### src/rtl/smbr_pkg.sv
package smbr_pkg;

   // protocol engine states
   typedef enum logic [2:0] {
      ST_IDLE,
      ST_ADDR,
      ST_RX,
      ST_ACK,
      ST_TX,
      ST_HACK
   } smbr_state_e;

   // meaning of the next received byte in a write transfer
   typedef enum logic [1:0] {
      PH_INDEX,
      PH_COUNT,
      PH_DATA
   } smbr_phase_e;

   localparam int unsigned BYTE_W = 8;

endpackage

### src/rtl/smbr_sync.sv
module smbr_sync #(
   parameter int unsigned STAGES = 2
) (
   input  logic clk_i,
   input  logic rst_ni,
   input  logic scl_i,
   input  logic sda_i,
   output logic scl_o,
   output logic sda_o,
   output logic scl_rise_o,
   output logic scl_fall_o,
   output logic start_o,
   output logic stop_o
);

   initial begin : p_param_chk
      assert (STAGES >= 2 && STAGES <= 4)
         else $error("smbr_sync: STAGES out of range");
   end

   logic [1:0] raw;
   logic [1:0] synced;
   assign raw = {scl_i, sda_i};

   for (genvar l = 0; l < 2; l++) begin : g_line
      logic [STAGES-1:0] chain;
      always_ff @(posedge clk_i or negedge rst_ni) begin
         if (!rst_ni) chain <= '1;
         else         chain <= {chain[STAGES-2:0], raw[l]};
      end
      assign synced[l] = chain[STAGES-1];
   end

   logic scl_q, sda_q;
   always_ff @(posedge clk_i or negedge rst_ni) begin
      if (!rst_ni) begin
         scl_q <= 1'b1;
         sda_q <= 1'b1;
      end else begin
         scl_q <= synced[1];
         sda_q <= synced[0];
      end
   end

   assign scl_o      = synced[1];
   assign sda_o      = synced[0];
   assign scl_rise_o = synced[1] & ~scl_q;
   assign scl_fall_o = ~synced[1] & scl_q;
   assign start_o    = synced[1] & scl_q & sda_q & ~synced[0];
   assign stop_o     = synced[1] & scl_q & ~sda_q & synced[0];

endmodule

### src/rtl/smbr_regfile.sv
module smbr_regfile #(
   parameter int unsigned NUM_REGS  = 9,
   parameter int unsigned CNT_IDX   = 8,
   parameter int unsigned VID_IDX   = 6,
   parameter int unsigned RID_IDX   = 7,
   parameter logic [7:0]  VENDOR_ID = 8'h1A,
   parameter logic [7:0]  REV_ID    = 8'h03,
   parameter logic [7:0]  RW_RESET  = 8'h00,
   localparam int unsigned IDX_W    = $clog2(NUM_REGS)
) (
   input  logic                  clk_i,
   input  logic                  rst_ni,
   input  logic                  we_i,
   input  logic [IDX_W-1:0]      waddr_i,
   input  logic [7:0]            wdata_i,
   input  logic [IDX_W-1:0]      raddr_i,
   output logic [7:0]            rdata_o,
   output logic [NUM_REGS*8-1:0] regs_o
);

   initial begin : p_param_chk
      assert (NUM_REGS >= 4 && NUM_REGS <= 256)
         else $error("smbr_regfile: NUM_REGS out of range");
      assert (VID_IDX != RID_IDX && VID_IDX != CNT_IDX && RID_IDX != CNT_IDX)
         else $error("smbr_regfile: special indices collide");
      assert (VID_IDX < NUM_REGS && RID_IDX < NUM_REGS && CNT_IDX < NUM_REGS)
         else $error("smbr_regfile: special index beyond file");
   end

   for (genvar g = 0; g < NUM_REGS; g++) begin : g_byte
      if (g == VID_IDX) begin : g_vid
         assign regs_o[g*8 +: 8] = VENDOR_ID;
      end else if (g == RID_IDX) begin : g_rid
         assign regs_o[g*8 +: 8] = REV_ID;
      end else begin : g_rw
         localparam logic [7:0] RST_VAL = (g == CNT_IDX) ? 8'(NUM_REGS) : RW_RESET;
         logic [7:0] q;
         always_ff @(posedge clk_i or negedge rst_ni) begin
            if (!rst_ni)                               q <= RST_VAL;
            else if (we_i && waddr_i == IDX_W'(g))     q <= wdata_i;
         end
         assign regs_o[g*8 +: 8] = q;
      end
   end

   always_comb begin
      rdata_o = '0;
      for (int i = 0; i < NUM_REGS; i++) begin
         if (raddr_i == IDX_W'(i)) rdata_o = regs_o[i*8 +: 8];
      end
   end

endmodule

### src/rtl/smbr_engine.sv
module smbr_engine
   import smbr_pkg::*;
#(
   parameter int unsigned NUM_REGS = 9,
   parameter logic [6:0]  DEV_ADDR = 7'h6E,
   localparam int unsigned IDX_W   = $clog2(NUM_REGS),
   localparam logic [7:0] WR_ADDR  = {DEV_ADDR, 1'b0},
   localparam logic [7:0] RD_ADDR  = {DEV_ADDR, 1'b1}
) (
   input  logic             clk_i,
   input  logic             rst_ni,
   input  logic             scl_i,
   input  logic             sda_i,
   input  logic             scl_rise_i,
   input  logic             scl_fall_i,
   input  logic             start_i,
   input  logic             stop_i,
   input  logic [7:0]       cnt_i,
   input  logic [7:0]       rd_data_i,
   output logic [IDX_W-1:0] idx_o,
   output logic             we_o,
   output logic [7:0]       wdata_o,
   output logic             sda_oe_o
);

   smbr_state_e      st;
   smbr_phase_e      ph;
   logic [7:0]       shr;
   logic [7:0]       txs;
   logic [3:0]       bcnt;
   logic [7:0]       rem;
   logic [IDX_W-1:0] idx;
   logic [IDX_W-1:0] idx_nxt;
   logic             to_tx;
   logic             hack;
   logic             oe;
   logic             byte_done;

   assign idx_nxt   = (idx == IDX_W'(NUM_REGS-1)) ? '0 : idx + 1'b1;
   assign byte_done = scl_fall_i && (bcnt == 4'd8);

   // a counted data byte is written in the cycle its ack decision is taken
   assign we_o    = (st == ST_RX) && byte_done && (ph == PH_DATA) && (rem != 8'd0)
                    && !start_i && !stop_i;
   assign wdata_o = shr;
   assign idx_o   = idx;
   assign sda_oe_o = oe;

   always_ff @(posedge clk_i or negedge rst_ni) begin
      if (!rst_ni) begin
         st    <= ST_IDLE;
         ph    <= PH_INDEX;
         shr   <= '0;
         txs   <= '0;
         bcnt  <= '0;
         rem   <= '0;
         idx   <= '0;
         to_tx <= 1'b0;
         hack  <= 1'b0;
         oe    <= 1'b0;
      end else if (start_i) begin
         st   <= ST_ADDR;
         bcnt <= '0;
         oe   <= 1'b0;
      end else if (stop_i) begin
         st <= ST_IDLE;
         oe <= 1'b0;
      end else begin
         case (st)
            ST_ADDR, ST_RX: begin
               if (scl_rise_i) begin
                  shr  <= {shr[6:0], sda_i};
                  bcnt <= bcnt + 4'd1;
               end else if (byte_done) begin
                  bcnt <= '0;
                  if (st == ST_ADDR) begin
                     if (shr == WR_ADDR) begin
                        oe    <= 1'b1;
                        to_tx <= 1'b0;
                        ph    <= PH_INDEX;
                        st    <= ST_ACK;
                     end else if (shr == RD_ADDR) begin
                        oe    <= 1'b1;
                        to_tx <= 1'b1;
                        st    <= ST_ACK;
                     end else begin
                        st <= ST_IDLE;
                     end
                  end else begin
                     to_tx <= 1'b0;
                     st    <= ST_ACK;
                     case (ph)
                        PH_INDEX: begin
                           idx <= (32'(shr) < NUM_REGS) ? shr[IDX_W-1:0] : '0;
                           oe  <= 1'b1;
                           ph  <= PH_COUNT;
                        end
                        PH_COUNT: begin
                           rem <= shr;
                           oe  <= 1'b1;
                           ph  <= PH_DATA;
                        end
                        default: begin
                           if (rem != 8'd0) begin
                              oe  <= 1'b1;
                              rem <= rem - 8'd1;
                              idx <= idx_nxt;
                           end else begin
                              oe <= 1'b0;
                           end
                        end
                     endcase
                  end
               end
            end
            ST_ACK: begin
               if (scl_fall_i) begin
                  bcnt <= '0;
                  if (to_tx) begin
                     txs <= cnt_i;
                     oe  <= ~cnt_i[7];
                     st  <= ST_TX;
                  end else begin
                     oe <= 1'b0;
                     st <= ST_RX;
                  end
               end
            end
            ST_TX: begin
               if (scl_fall_i) begin
                  if (bcnt == 4'd7) begin
                     oe <= 1'b0;
                     st <= ST_HACK;
                  end else begin
                     txs  <= {txs[6:0], 1'b0};
                     oe   <= ~txs[6];
                     bcnt <= bcnt + 4'd1;
                  end
               end
            end
            ST_HACK: begin
               if (scl_rise_i) begin
                  hack <= ~sda_i;
               end else if (scl_fall_i) begin
                  if (hack) begin
                     txs  <= rd_data_i;
                     oe   <= ~rd_data_i[7];
                     bcnt <= '0;
                     idx  <= idx_nxt;
                     st   <= ST_TX;
                  end else begin
                     st <= ST_IDLE;
                  end
               end
            end
            default: ;
         endcase
      end
   end

   AST_OE_SCL_LOW: assert property (@(posedge clk_i) disable iff (!rst_ni)
      (sda_oe_o != $past(sda_oe_o)) |-> !scl_i) else $error("oe moved with SCL high");
   AST_IDLE_RELEASED: assert property (@(posedge clk_i) disable iff (!rst_ni)
      (st == ST_IDLE) |-> !sda_oe_o) else $error("idle but driving");
   AST_IDX_IN_FILE: assert property (@(posedge clk_i) disable iff (!rst_ni)
      32'(idx_o) < NUM_REGS) else $error("index beyond file");
   AST_WR_CONSUMES: assert property (@(posedge clk_i) disable iff (!rst_ni)
      we_o |=> (rem == $past(rem) - 8'd1)) else $error("count not consumed");

endmodule

### src/rtl/smb_idx_regs.sv
module smb_idx_regs #(
   parameter int unsigned NUM_REGS    = 9,
   parameter int unsigned VID_IDX     = 6,
   parameter int unsigned RID_IDX     = 7,
   parameter logic [7:0]  VENDOR_ID   = 8'h1A,
   parameter logic [7:0]  REV_ID      = 8'h03,
   parameter logic [6:0]  DEV_ADDR    = 7'h6E,
   parameter int unsigned SYNC_STAGES = 2,
   localparam int unsigned CNT_IDX    = NUM_REGS - 1,
   localparam int unsigned IDX_W      = $clog2(NUM_REGS)
) (
   input  logic                  clk_i,
   input  logic                  rst_ni,
   input  logic                  scl_i,
   input  logic                  sda_i,
   output logic                  sda_oe_o,
   output logic [NUM_REGS*8-1:0] regs_o
);

   logic             scl_s, sda_s, scl_rise, scl_fall, start_c, stop_c;
   logic             we;
   logic [7:0]       wdata, rdata;
   logic [IDX_W-1:0] idx;

   smbr_sync #(.STAGES(SYNC_STAGES)) u_sync (
      .clk_i      (clk_i),
      .rst_ni     (rst_ni),
      .scl_i      (scl_i),
      .sda_i      (sda_i),
      .scl_o      (scl_s),
      .sda_o      (sda_s),
      .scl_rise_o (scl_rise),
      .scl_fall_o (scl_fall),
      .start_o    (start_c),
      .stop_o     (stop_c)
   );

   smbr_engine #(.NUM_REGS(NUM_REGS), .DEV_ADDR(DEV_ADDR)) u_engine (
      .clk_i      (clk_i),
      .rst_ni     (rst_ni),
      .scl_i      (scl_s),
      .sda_i      (sda_s),
      .scl_rise_i (scl_rise),
      .scl_fall_i (scl_fall),
      .start_i    (start_c),
      .stop_i     (stop_c),
      .cnt_i      (regs_o[CNT_IDX*8 +: 8]),
      .rd_data_i  (rdata),
      .idx_o      (idx),
      .we_o       (we),
      .wdata_o    (wdata),
      .sda_oe_o   (sda_oe_o)
   );

   smbr_regfile #(
      .NUM_REGS  (NUM_REGS),
      .CNT_IDX   (CNT_IDX),
      .VID_IDX   (VID_IDX),
      .RID_IDX   (RID_IDX),
      .VENDOR_ID (VENDOR_ID),
      .REV_ID    (REV_ID)
   ) u_regs (
      .clk_i   (clk_i),
      .rst_ni  (rst_ni),
      .we_i    (we),
      .waddr_i (idx),
      .wdata_i (wdata),
      .raddr_i (idx),
      .rdata_o (rdata),
      .regs_o  (regs_o)
   );

endmodule

### config.mk
export PLATFORM = sky130hd
export DESIGN_NAME = smb_idx_regs
export DESIGN_NICKNAME = d
export VERILOG_FILES = /design/src/rtl/smbr_pkg.sv /design/src/rtl/smbr_sync.sv /design/src/rtl/smbr_regfile.sv /design/src/rtl/smbr_engine.sv /design/src/rtl/smb_idx_regs.sv
export SDC_FILE = /design/constraint.sdc
export NUM_CORES = 1
export LEC_CHECK = 0
export BUFFER_PORTS_ARGS = -buffer_cell sky130_fd_sc_hd__buf_4
export CAP_MARGIN = 10
export CORE_MARGIN = 8
export CORE_UTILIZATION = 47
export CTS_CLUSTER_DIAMETER = 30
export DETAILED_ROUTE_END_ITERATION = 6
export GPL_ROUTABILITY_DRIVEN = 1
export PLACE_DENSITY = 0.73
export SLEW_MARGIN = 20
export SYNTH_ARGS = -nofsm -noshare
export SYNTH_HDL_FRONTEND = slang
export SYNTH_HIERARCHICAL = 1
export SYNTH_SLANG_ARGS = --single-unit
### constraint.sdc
create_clock -name clk_i -period 3 [get_ports clk_i]
set_input_delay 0.3 -clock clk_i [delete_from_list [all_inputs] [get_ports clk_i]]
set_output_delay 0.3 -clock clk_i [all_outputs]
set_load 0.05 [all_outputs]
# Yosys cells after proc, flatten, opt, wreduce, memory -nomap -nowiden
# Cells that the tools add are included.
# word_totals
ff_bits	101
output_inout_bits	73
# op_classes
n_mux	78
reduce_logical	36
bitwise_logic	19
order_cmp	1
eq_ne	50
add_sub_neg	3
# ops
op	count
$mux 8	10
$mux 4	19
$mux 7	7
$mux 3	13
$ne 4x1->1 const B	6
$pmux 7 s3	1
$eq 4x3->1 const B	5
$mux 1	18
$reduce_and 9->1	2
$eq 8x8->1 const B	2
$pmux 4 s2	2
$pmux 4 s4	1
$pmux 8 s2	1
$reduce_and 8->1	2
$ne 3x1->1 const B	5
$ne 2x1->1 const B	7
$logic_and 1x1->1	13
$ne 2x2->1 const B	6
$ne 4x2->1 const B	3
$not 1->1	12
$pmux 3 s4	1
$reduce_and 11->1	1
$reduce_and 10->1	1
$add 4x1->4 const B	2
other kinds (29)	47

# Logic depth before layout (Yosys ltp)
# Gate-level depths: netlist of run 1.
# depth
ltp_word	17
mapped_depth	10
mapped_depth_nobuf	8

# Modules after synthesis
# Netlist of run 1, hierarchy kept.
# modules_own_cells
module	cells_each	seq_area_each_um2	instances	area_per_inst_um2
smbr_regfile	213	1403.8	1	2901.5
smbr_engine	296	975.9	1	2677.6
smbr_sync	10	157.7	1	190.2

# Worst setup path after synthesis of run 1
# Ideal clock, no wire load.
# synth_timing
path_type	reg-to-reg
from	register u_sync.scl_q
to	register u_regs.g_byte[2].g_rw.q[0]
arrival_time_ns	2.566
required_time_ns	2.875
slack_ns	0.309
stages_incl_launch_ff	10
setup_ns	0.125
cell_sequence	dfstp_2 nor2b_1 buf_2 and4b_1 nand2_1 nor3_1 nor3b_4 and3b_1 buf_4 mux2_2
# synth_via
elab_chain_len	8
# synth_rtl
element	line_no	text
start, declared	smbr_sync.sv:34	logic scl_q, sda_q;
start signal, assigned	smbr_sync.sv:40	scl_q <= synced[1];
$and 1x1->1	smbr_sync.sv:48	assign scl_fall_o = ~synced[1] & scl_q;
net scl_fall	smb_idx_regs.sv:20	logic scl_s, sda_s, scl_rise, scl_fall, start_c, stop_c;
$logic_and 1x1->1	smbr_engine.sv:40	assign byte_done = scl_fall_i && (bcnt == 4'd8);
$logic_and 1x1->1 (3 in a row)	smbr_engine.sv:43	assign we_o = (st == ST_RX) && byte_done && (ph == PH_DATA) && (rem != 8'd0)
$logic_and 1x1->1 (2 in a row)	smbr_engine.sv:44	&& !start_i && !stop_i;
net we	smb_idx_regs.sv:21	logic we;
$logic_and 1x1->1	smbr_regfile.sv:40	else if (we_i && waddr_i == IDX_W'(g)) q <= wdata_i;
end signal, assigned	smbr_regfile.sv:40	
end, declared	smbr_regfile.sv:37	logic [7:0] q;
# The timed path passes the listed nets, and every way through them passes these cells.
# A chain may end at the register's enable or synchronous reset.

# Worst setup path in the final report of run 1
# layout_timing
from	register u_sync.scl_q
to	register u_regs.g_byte[2].g_rw.q[1]
# Same word-level chain as after synthesis.

==> results.md, run 1 <==
- The area fraction in compound gates after synthesis is 12.36%.
- For the worst flop-to-flop path, the logic depth is 8.
- Dividing the detail-routed via count by the number of cells gives 5.990.
- The library cell used most frequently in the layout, excluding fill and tap cells, is sky130_fd_sc_hd__dfrtp_1.
- Averaged over all synthesized cells, the footprint is 11.12 um2.
- TritonCTS built the clock tree.
- The clock net sink count is 101.
- Of the total synthesized cell area, the portion taken by XOR and XNOR cells is 0.1518%.
- The post-synthesis to final-layout area growth is 14.23%.
- The number of H-tree levels is 3.
- The number of antenna violations at the first check in global routing is 0.
- The final layout contains routed wiring with a total length of 14530 um.
- Once the floorplan was initialized, standard cells occupied 48.03% of the core.
- The min-delay analysis places its worst path in the category input port to flop.
- The mux contribution to synthesized area is 19.91%.
- Counting flops with an async set or reset pin after synthesis yields a share of 100.0%.
- The detail route stage leaves a number of antenna-violating nets equal to 0.
- Of the available clock period, the critical path in the final layout requires 93.97%.
- The run finished with clean final reports.
- The number of pins exceeding their max-slew limit in the final report is 0.
- The worst setup path is captured at a flop.
- Clock latency on the worst-skew pair, taken at its later pin, is 350 ps.
- Yosys mapped the design onto 78 distinct sky130hd cell types.
- For the pin with the worst max-slew slack, the measured transition is 767.6 ps.
- Cell internal power was estimated by the tool at 0.002215 W.
- The number of DRC markers in iteration 0 is 348.
- The required time of the worst setup path is 3230 ps.
- The critical path in this run is classified as flop to flop.
- The synthesized netlist devotes 1.475% of its cell area to adder and majority cells.
- In the final layout, the share of cells above drive strength 1 is 34.26%.
- After synthesis, the largest family of logic cells by area is multiplexers.
- The hold violation total from the final report is 0.
- Counting instances, the worst hold path has a depth of 1.
- The final HPWL from detailed placement is 10150 um.
- Global routing used 18.27% of the available tracks.
- Summed over all nets, the switching power comes to 0.0009714 W.
- In the layout the commonest cells are 93 x sky130_fd_sc_hd__dfrtp_1, 77 x sky130_fd_sc_hd__mux2_2, 71 x sky130_fd_sc_hd__buf_4.
- The total I/O pin count is 77.
- In this run the worst path has a maximum fanout of 8.
- Static timing analysis puts the maximum clock frequency at 354.7 MHz.
- The sequential cell fraction of total power is 51.2%.
- On the final layout, the worst clock skew is 12.62 ps.
- The share of total power in the clock network is 38.5%.
- The number of enable-type register cells in the synthesized netlist is 0.
- The die is 126.8 um tall.
- The headroom to the max-slew limit is 48.72%.
- The first detailed-routing pass ran for 5 iterations.
- Setup repair after global routing left no endpoint under its margin.
- The floorplan step defined a die boundary enclosing 16080 um2.
- The number of antenna diodes in the final layout is 0.
- The simple-gate share of the synthesized area is 16.18%.
- The switching fraction of total power is 30.49%.
- The first global-routing pass estimated 23670 um of wire.
- Of the total power, combinational logic draws 10.2%.
- The clock root buffer master is sky130_fd_sc_hd__clkbuf_16.
- The leading register cell type out of synthesis is sky130_fd_sc_hd__dfrtp_1.
- The number of global-route vias before repair is 4380.
- The total core area is 12010 um2.
- The floorplan has 40 rows.
- The die is 126.8 um wide.
- The global-route congestion overflow total is 0.
- The total setup violations reported at the end of the flow is 0.
- After detailed routing, the number of remaining DRC violations is 0.
- The data arrival time of the critical path is 3050 ps.
- The number of warning messages in the yosys log is 6.
- IR analysis of the VDD net gives a maximum drop of 0.3814 mV.
- Input and output buffers added on the ports amount to 60.
- Adding up every negative setup slack in the final design gives 0 ps.
- The post-CTS setup-driven buffer insertion count is 0.
- Synthesis produced 519 cells.
- In the final routed layout, each cell accounts on average for 20.12 um.
- The clock transition at the registers of the reported paths is 70 ps.
- Summed over all cells, the static leakage comes to 3.114 nW.
- In this run the deepest clock path goes through 2 buffers.
- The sequential share of the synthesized area is 43.98%.
- The number of clock buffers added by TritonCTS is 9.
- The register bit total from synthesis is 101.
- Across the run, the number of max-cap violations was 0.
- The setup slack of the most critical reg-to-reg path is 180 ps.
- For this run, the post-layout net count is 580.
- The power density of the placed cells is 483.5 nW/um2.
- The worst setup path is launched from a flop.
- Entering global routing, the biggest net connects 60 pins.
- The congestion estimate from routability-driven global placement came to 0.8246.
- The detailed router placed 4325 vias in this run.
- The summed instance area of the synthesized netlist is 5769 um2.
- The final critical-path required period is 2819 ps.
- Overall power consumption after layout is estimated at 0.003186 W.
## path summary, 6_finish.rpt
| kind | from | endpoint |
|---|---|---|
| hold / removal | sda_i | u_sync/g_line[0].chain[0]$_DFF_PN1_ |
| hold reg to reg | u_sync/g_line[1].chain[0]$_DFF_PN1_ | u_sync/g_line[1].chain[1]$_DFF_PN1_ |
| setup reg to reg | u_sync/scl_q$_DFF_PN1_ | u_regs/g_byte[2].g_rw.q[1]$_DFFE_PN0P_ |
| max in group asynchronous | rst_ni | u_sync/sda_q$_DFF_PN1_ |
| setup / recovery | u_sync/scl_q$_DFF_PN1_ | u_regs/g_byte[2].g_rw.q[1]$_DFFE_PN0P_ |
| min in group asynchronous | rst_ni | u_engine/bcnt[0]$_DFFE_PN0P_ |
## cell type report
type | instances | area [um2]
clock buffers | 9 | 225.2
repair buffers | 73 | 563.0
fillers | 1015 | 5421
clock inverters | 7 | 88.84
flip-flops and latches | 101 | 2537
inverters | 11 | 41.29
well taps | 147 | 183.9
multi-input cells | 374 | 2950
## stage by stage
stage / utilization (%) / hold slack, ps / std cells / area [um2] / setup slack, ps
3_3_place_gp: 52.16 / 336.4 / 705 / 6265 / 246.7
4_1_cts: 54.85 / 50.82 / 722 / 6589 / 152.1
5_1_grt: 54.86 / 48.92 / 722 / 6590 / 38.34
2_1_floorplan: - / 4.409 / 533 / 5822 / 309.0
6_report: 54.86 / 60.33 / 722 / 6590 / 180.9
3_5_place_dp: 52.16 / 348.4 / 705 / 6265 / 196.2
## power by group through the flow
stage	clock network, W	logic [W]	registers (W)
2_1_floorplan	0	0.000269	0.00154
3_3_place_gp	0	0.000311	0.00165
3_5_place_dp	0	0.000322	0.00165
4_1_cts	0.00125	0.000324	0.00162
5_1_grt	0.00131	0.000355	0.00164
6_report	0.00123	0.000326	0.00163
## Yosys cell counts (4+ instances only)
library cell               instances  area [um2]
sky130_fd_sc_hd__a21oi_1          21       105.1
sky130_fd_sc_hd__nor2b_1          11       68.82
sky130_fd_sc_hd__and4b_1           4       40.04
sky130_fd_sc_hd__o21ai_0          25       125.1
sky130_fd_sc_hd__o21a_1            7       52.55
sky130_fd_sc_hd__o211ai_1          5       37.54
sky130_fd_sc_hd__inv_1            11       41.29
sky130_fd_sc_hd__nand3b_1          6       45.04
sky130_fd_sc_hd__nand4_1           4       25.02
sky130_fd_sc_hd__buf_2            15       75.07
sky130_fd_sc_hd__mux2i_1          18       180.2
sky130_fd_sc_hd__dfstp_2           8       210.2
sky130_fd_sc_hd__ha_1              6       75.07
sky130_fd_sc_hd__a22oi_1           7       52.55
sky130_fd_sc_hd__a211oi_1          4       30.03
sky130_fd_sc_hd__nand3_1          15       75.07
sky130_fd_sc_hd__nand2_1          32       120.1
sky130_fd_sc_hd__and3b_1           5       43.79
sky130_fd_sc_hd__nor3_1            9       45.04
sky130_fd_sc_hd__buf_4            22       165.2
sky130_fd_sc_hd__clkbuf_1          6       22.52
sky130_fd_sc_hd__mux2_2           77       867.1
sky130_fd_sc_hd__nor2_1           19       71.32
sky130_fd_sc_hd__and3_1            4       25.02
sky130_fd_sc_hd__nand2b_1          8       50.05
sky130_fd_sc_hd__dfrtp_1          93        2327
## critical path, stage by stage, from the launching register on
cell                      delay (ps)
sky130_fd_sc_hd__dfstp_2         550
sky130_fd_sc_hd__nor2b_1         160
sky130_fd_sc_hd__and4b_1         310
sky130_fd_sc_hd__nand2_1         160
sky130_fd_sc_hd__nor3_1          330
sky130_fd_sc_hd__buf_4           200
sky130_fd_sc_hd__nor3b_4         280
sky130_fd_sc_hd__and3b_2         360
sky130_fd_sc_hd__mux2_2          360
## sequential cells by signal, summed over array words and instances (netlist names)
signal,count
u_engine/txs,7
u_engine/sda_oe_o,1
u_engine/idx_o,4
u_sync/sda_q,1
u_sync/scl_q,1
u_engine/wdata_o,8
u_engine/ph,2
u_regs/g_byte.g_rw.q,56
u_engine/st,3
u_engine/to_tx,1
u_engine/hack,1
u_engine/rem,8
u_sync/g_line.chain,4
u_engine/bcnt,4
## cell families after synthesis
logic type / count (synthesis)
AO/OA/AOI/OAI: 103
multiplexers: 100
AND/OR/NAND/NOR: 147
other: 2
flip-flops: 101
buffers and inverters: 58
adder cells (fa/ha/maj): 7
XOR/XNOR: 1
## repair_timing
item / CTS / global route
endpoints found under the hold margin: 40 / 0
gates resized for setup: 0 / 1
setup endpoints to repair: 0 / 8
hold buffers: 1 / 0
## per-layer routing
| layer | track usage [%] | up-vias | routed length [um] |
|---|---|---|---|
| met5 | 0 | - | 0 |
| met3 | 4.692 | 10 | 865 |
| met2 | 29.34 | 141 | 6906 |
| met4 | 3.919 | 0 | 119 |
| met1 | 24.34 | 2189 | 6634 |
| li1 | - | 1985 | - |
Power figures use the tool's default switching activity.
==> run 2: changes to the inputs <==
==> constraint.sdc (replaced) <==
create_clock -name clk_i -period 3 [get_ports clk_i]
set_input_delay 0.45 -clock clk_i [delete_from_list [all_inputs] [get_ports clk_i]]
set_output_delay 0.45 -clock clk_i [all_outputs]
set_load 0.05 [all_outputs]
==> run 2 against run 1 <==
Net effect: sequential share of layout area up 0.059 points; combinational power about the same; fmax up 0.98%; die area unchanged; global-route usage about the same; final cell count down 0.14%; critical path depth unchanged; wire length down 0.61%; count of clock-buffer cells in the layout unchanged; sequential cell count unchanged; critical endpoint is now u_regs/g_byte[2].g_rw.q[4]$_DFFE_PN0P_; highest routed layer unchanged.
==> results.md, run 2 (synthesis gave the netlist of run 1 again) <==
- The run finished with clean final reports.
- The maximum clock frequency is 358.2 MHz (+0.98%).
- The final critical-path required period is 2792 ps (-27.29 ps).
- The setup total negative slack came to 0 ps (unchanged).
- The site row count was 40 (unchanged).
- The worst setup path is launched from a flop.
- The number of nets at the end of the flow came to 579 (-0.17%).
- The number of flip-flops under the largest register name is 56 (unchanged).
- The worst hold path class is input port to async pin.
- The total power of the final layout was 0.003180 W (-0.20%).
- The share of the core filled with cells is 54.78% (-0.083 points).
- The final non-filler cell total is 721 (-0.14%).
- Walking the worst path, the cells encountered are nor2b_1 -> and4b_1 -> nand2_1 -> nor3_1 -> buf_4 -> nor3b_4 -> and3b_2 -> mux2_2.
- The antenna violation net count after detailed routing is 0 (unchanged).
- The number of pins exceeding their max-slew limit in the final report came to 0 (unchanged).
- The standard cell with the maximum stage delay on the critical path is sky130_fd_sc_hd__dfstp_2.
- The die footprint was 16080 um2 (unchanged).
- Compared with the post-synthesis result, the final layout area differs by 14.05%.
- Leaving out fill and tap cells, the most frequent cells in the layout are 93 x sky130_fd_sc_hd__dfrtp_1, 77 x sky130_fd_sc_hd__mux2_2, 71 x sky130_fd_sc_hd__buf_4.
- The largest net degree at the start of global routing is 60 (unchanged).
- The overall global routing resource usage is 18.25% (-0.027 points).
- The final clock skew is 12.71 ps (+0.08150 ps).
- The via density per instance is 5.960 (-0.51%).
- The number of H-tree levels is 3 (unchanged).
- The largest fanout of any net on the critical path is 8 (unchanged).
- The first-pass iteration count of the detailed router came to 5 (unchanged).
- TritonCTS built the clock tree.
- The clock transition at the registers of the reported paths is 70 ps (about the same).
- The max capacitance violation total is 0 (unchanged).
- The total wire length after detailed routing is 14440 um (-0.61%).
- The post-route DRC violation count came to 0 (unchanged).
- The headroom to the max-slew limit came to 49.69% (+0.97 points).
- The worst setup path is captured at a flop.
- The total core area came to 12010 um2 (unchanged).
- The smallest hold slack is 105.3 ps (+44.94 ps).
- The number of DRC markers in iteration 0 is 336 (-3.4%).
- Leaving out fill and tap cells, the most frequent cell in the layout is sky130_fd_sc_hd__dfrtp_1.
- The number of fill cells is 1016 (+0.099%).
- The initial core utilization is 48.03% (unchanged).
- The final HPWL from detailed placement came to 10150 um (unchanged).
- The total setup violations reported at the end of the flow is 0 (unchanged).
- The global-route wire length before repair was 23630 um (-0.17%).
- The hold violation total from the final report is 0 (unchanged).
- The worst-margin pin slew is 753.1 ps (-14.53 ps).
- The global-route congestion overflow total is 0 (unchanged).
- The clock insertion delay at the later pin of the skew report is 350 ps (about the same).
- The maximum buffer depth of the clock tree is 2 (unchanged).
- The clock net sink count is 101 (unchanged).
- The power density of the placed cells is 483.3 nW/um2 (about the same).
- The count of port buffers added during placement was 60 (unchanged).
- The required time of the worst setup path came to 3230 ps (about the same).
- The number of buffers created by CTS came to 9 (unchanged).
- The post-CTS setup-driven buffer insertion count is 0 (unchanged).
- The data arrival time of the critical path is 3020 ps (-30 ps).
- The die span in x is 126.8 um (unchanged).
- The number of antenna violations at the first check in global routing came to 0 (unchanged).
- The total I/O pin count came to 77 (unchanged).
- The total inserted antenna cells came to 0 (unchanged).
- The largest stage delay on the critical path came to 550 ps (about the same).
- The number of placed instances with taps included is 705 (unchanged).
- The share of final-layout standard cells stronger than drive strength 1 is 34.32% (+0.060 points).
- The final worst-path cycle share is 93.06% (-0.91 points).
- The final weighted congestion in routability-driven placement is 0.8246 (unchanged).
- Setup repair after global routing left no endpoint under its margin.
- The critical path class is flop to flop.
- The number of global-route vias before repair is 4374 (-0.14%).
- Ranked by flip-flop count, first place goes to u_regs/g_byte.g_rw.q.
- The maximum ir drop on the vdd rail is 0.3821 mV (+0.18%).
- The via count of the routed design came to 4297 (-0.65%).
- The die outline height is 126.8 um (unchanged).
- In this run the clock root is driven by a sky130_fd_sc_hd__clkbuf_16.
- The routed length per instance is 20.02 um (-0.47%).
- The leakage power figure was 3.110 nW (-0.13%).
run 2: cell count changes in the layout (fill, tap and decap cells not counted):
cell,delta
sky130_fd_sc_hd__dlygate4sd3_1,-1
run 2: final timing paths:
path	start	slack, ps	depth (start not counted)	to
max in group asynchronous	rst_ni	2160	2	u_sync/sda_q$_DFF_PN1_
worst max register to register	u_sync/scl_q$_DFF_PN1_	210	8	u_regs/g_byte[2].g_rw.q[4]$_DFFE_PN0P_
min in group clk_i	sda_i	210	1	u_sync/g_line[0].chain[0]$_DFF_PN1_
worst min-delay path	rst_ni	110	1	u_engine/bcnt[0]$_DFFE_PN0P_
worst min register to register	u_sync/g_line[1].chain[0]$_DFF_PN1_	360	0	u_sync/g_line[1].chain[1]$_DFF_PN1_
worst max-delay path	u_sync/scl_q$_DFF_PN1_	210	8	u_regs/g_byte[2].g_rw.q[4]$_DFFE_PN0P_
run 2: per-stage QoR:
stage	setup WS, ps	area (um2)
after floorplan	309.0	5822
after global placement	246.7	6265
after detailed placement	196.2	6265
after CTS	152.1	6579
after global routing	38.34	6580
final	208.2	6580
run 2: cell type report:
cell class	count	area (um2)	share of cell area [%]
multi-input cells	374	2950	44.84
flip-flops and latches	101	2537	38.56
repair buffers	72	553.0	8.405
clock buffers	9	225.2	3.423
well taps	147	183.9	2.795
clock inverters	7	88.84	1.350
inverters	11	41.29	0.6275
run 2: metal layers:
metal  wire, um  global-route usage, %  vias up
met2       6816                  29.28      131
met5          0                      0        -
met4        109                  3.919        0
li1           -                      -     1987
met3        817                  4.692        8
met1       6695                  24.31     2171
run 2: timing repair:
action,4_1_cts,5_1_grt
gates resized for setup,0,1
endpoints found under the setup margin,0,8
hold buffers,0,0
run 2: critical path, delay by kind of cell (launching register included):
family	cells	cell delay (ps)
buffers and inverters	1	200
DFF	1	550
muxes	1	360
and+or+nand+nor	6	1570
run 2: power breakdown:
part / switching, W / internal [W] / total [W] / leakage (nW)
logic: 0.000197 / 0.000128 / 0.000325 / 1.59
registers: 0.000213 / 0.00142 / 0.00163 / 1.37
clock network: 0.000556 / 0.000669 / 0.00123 / 0.152
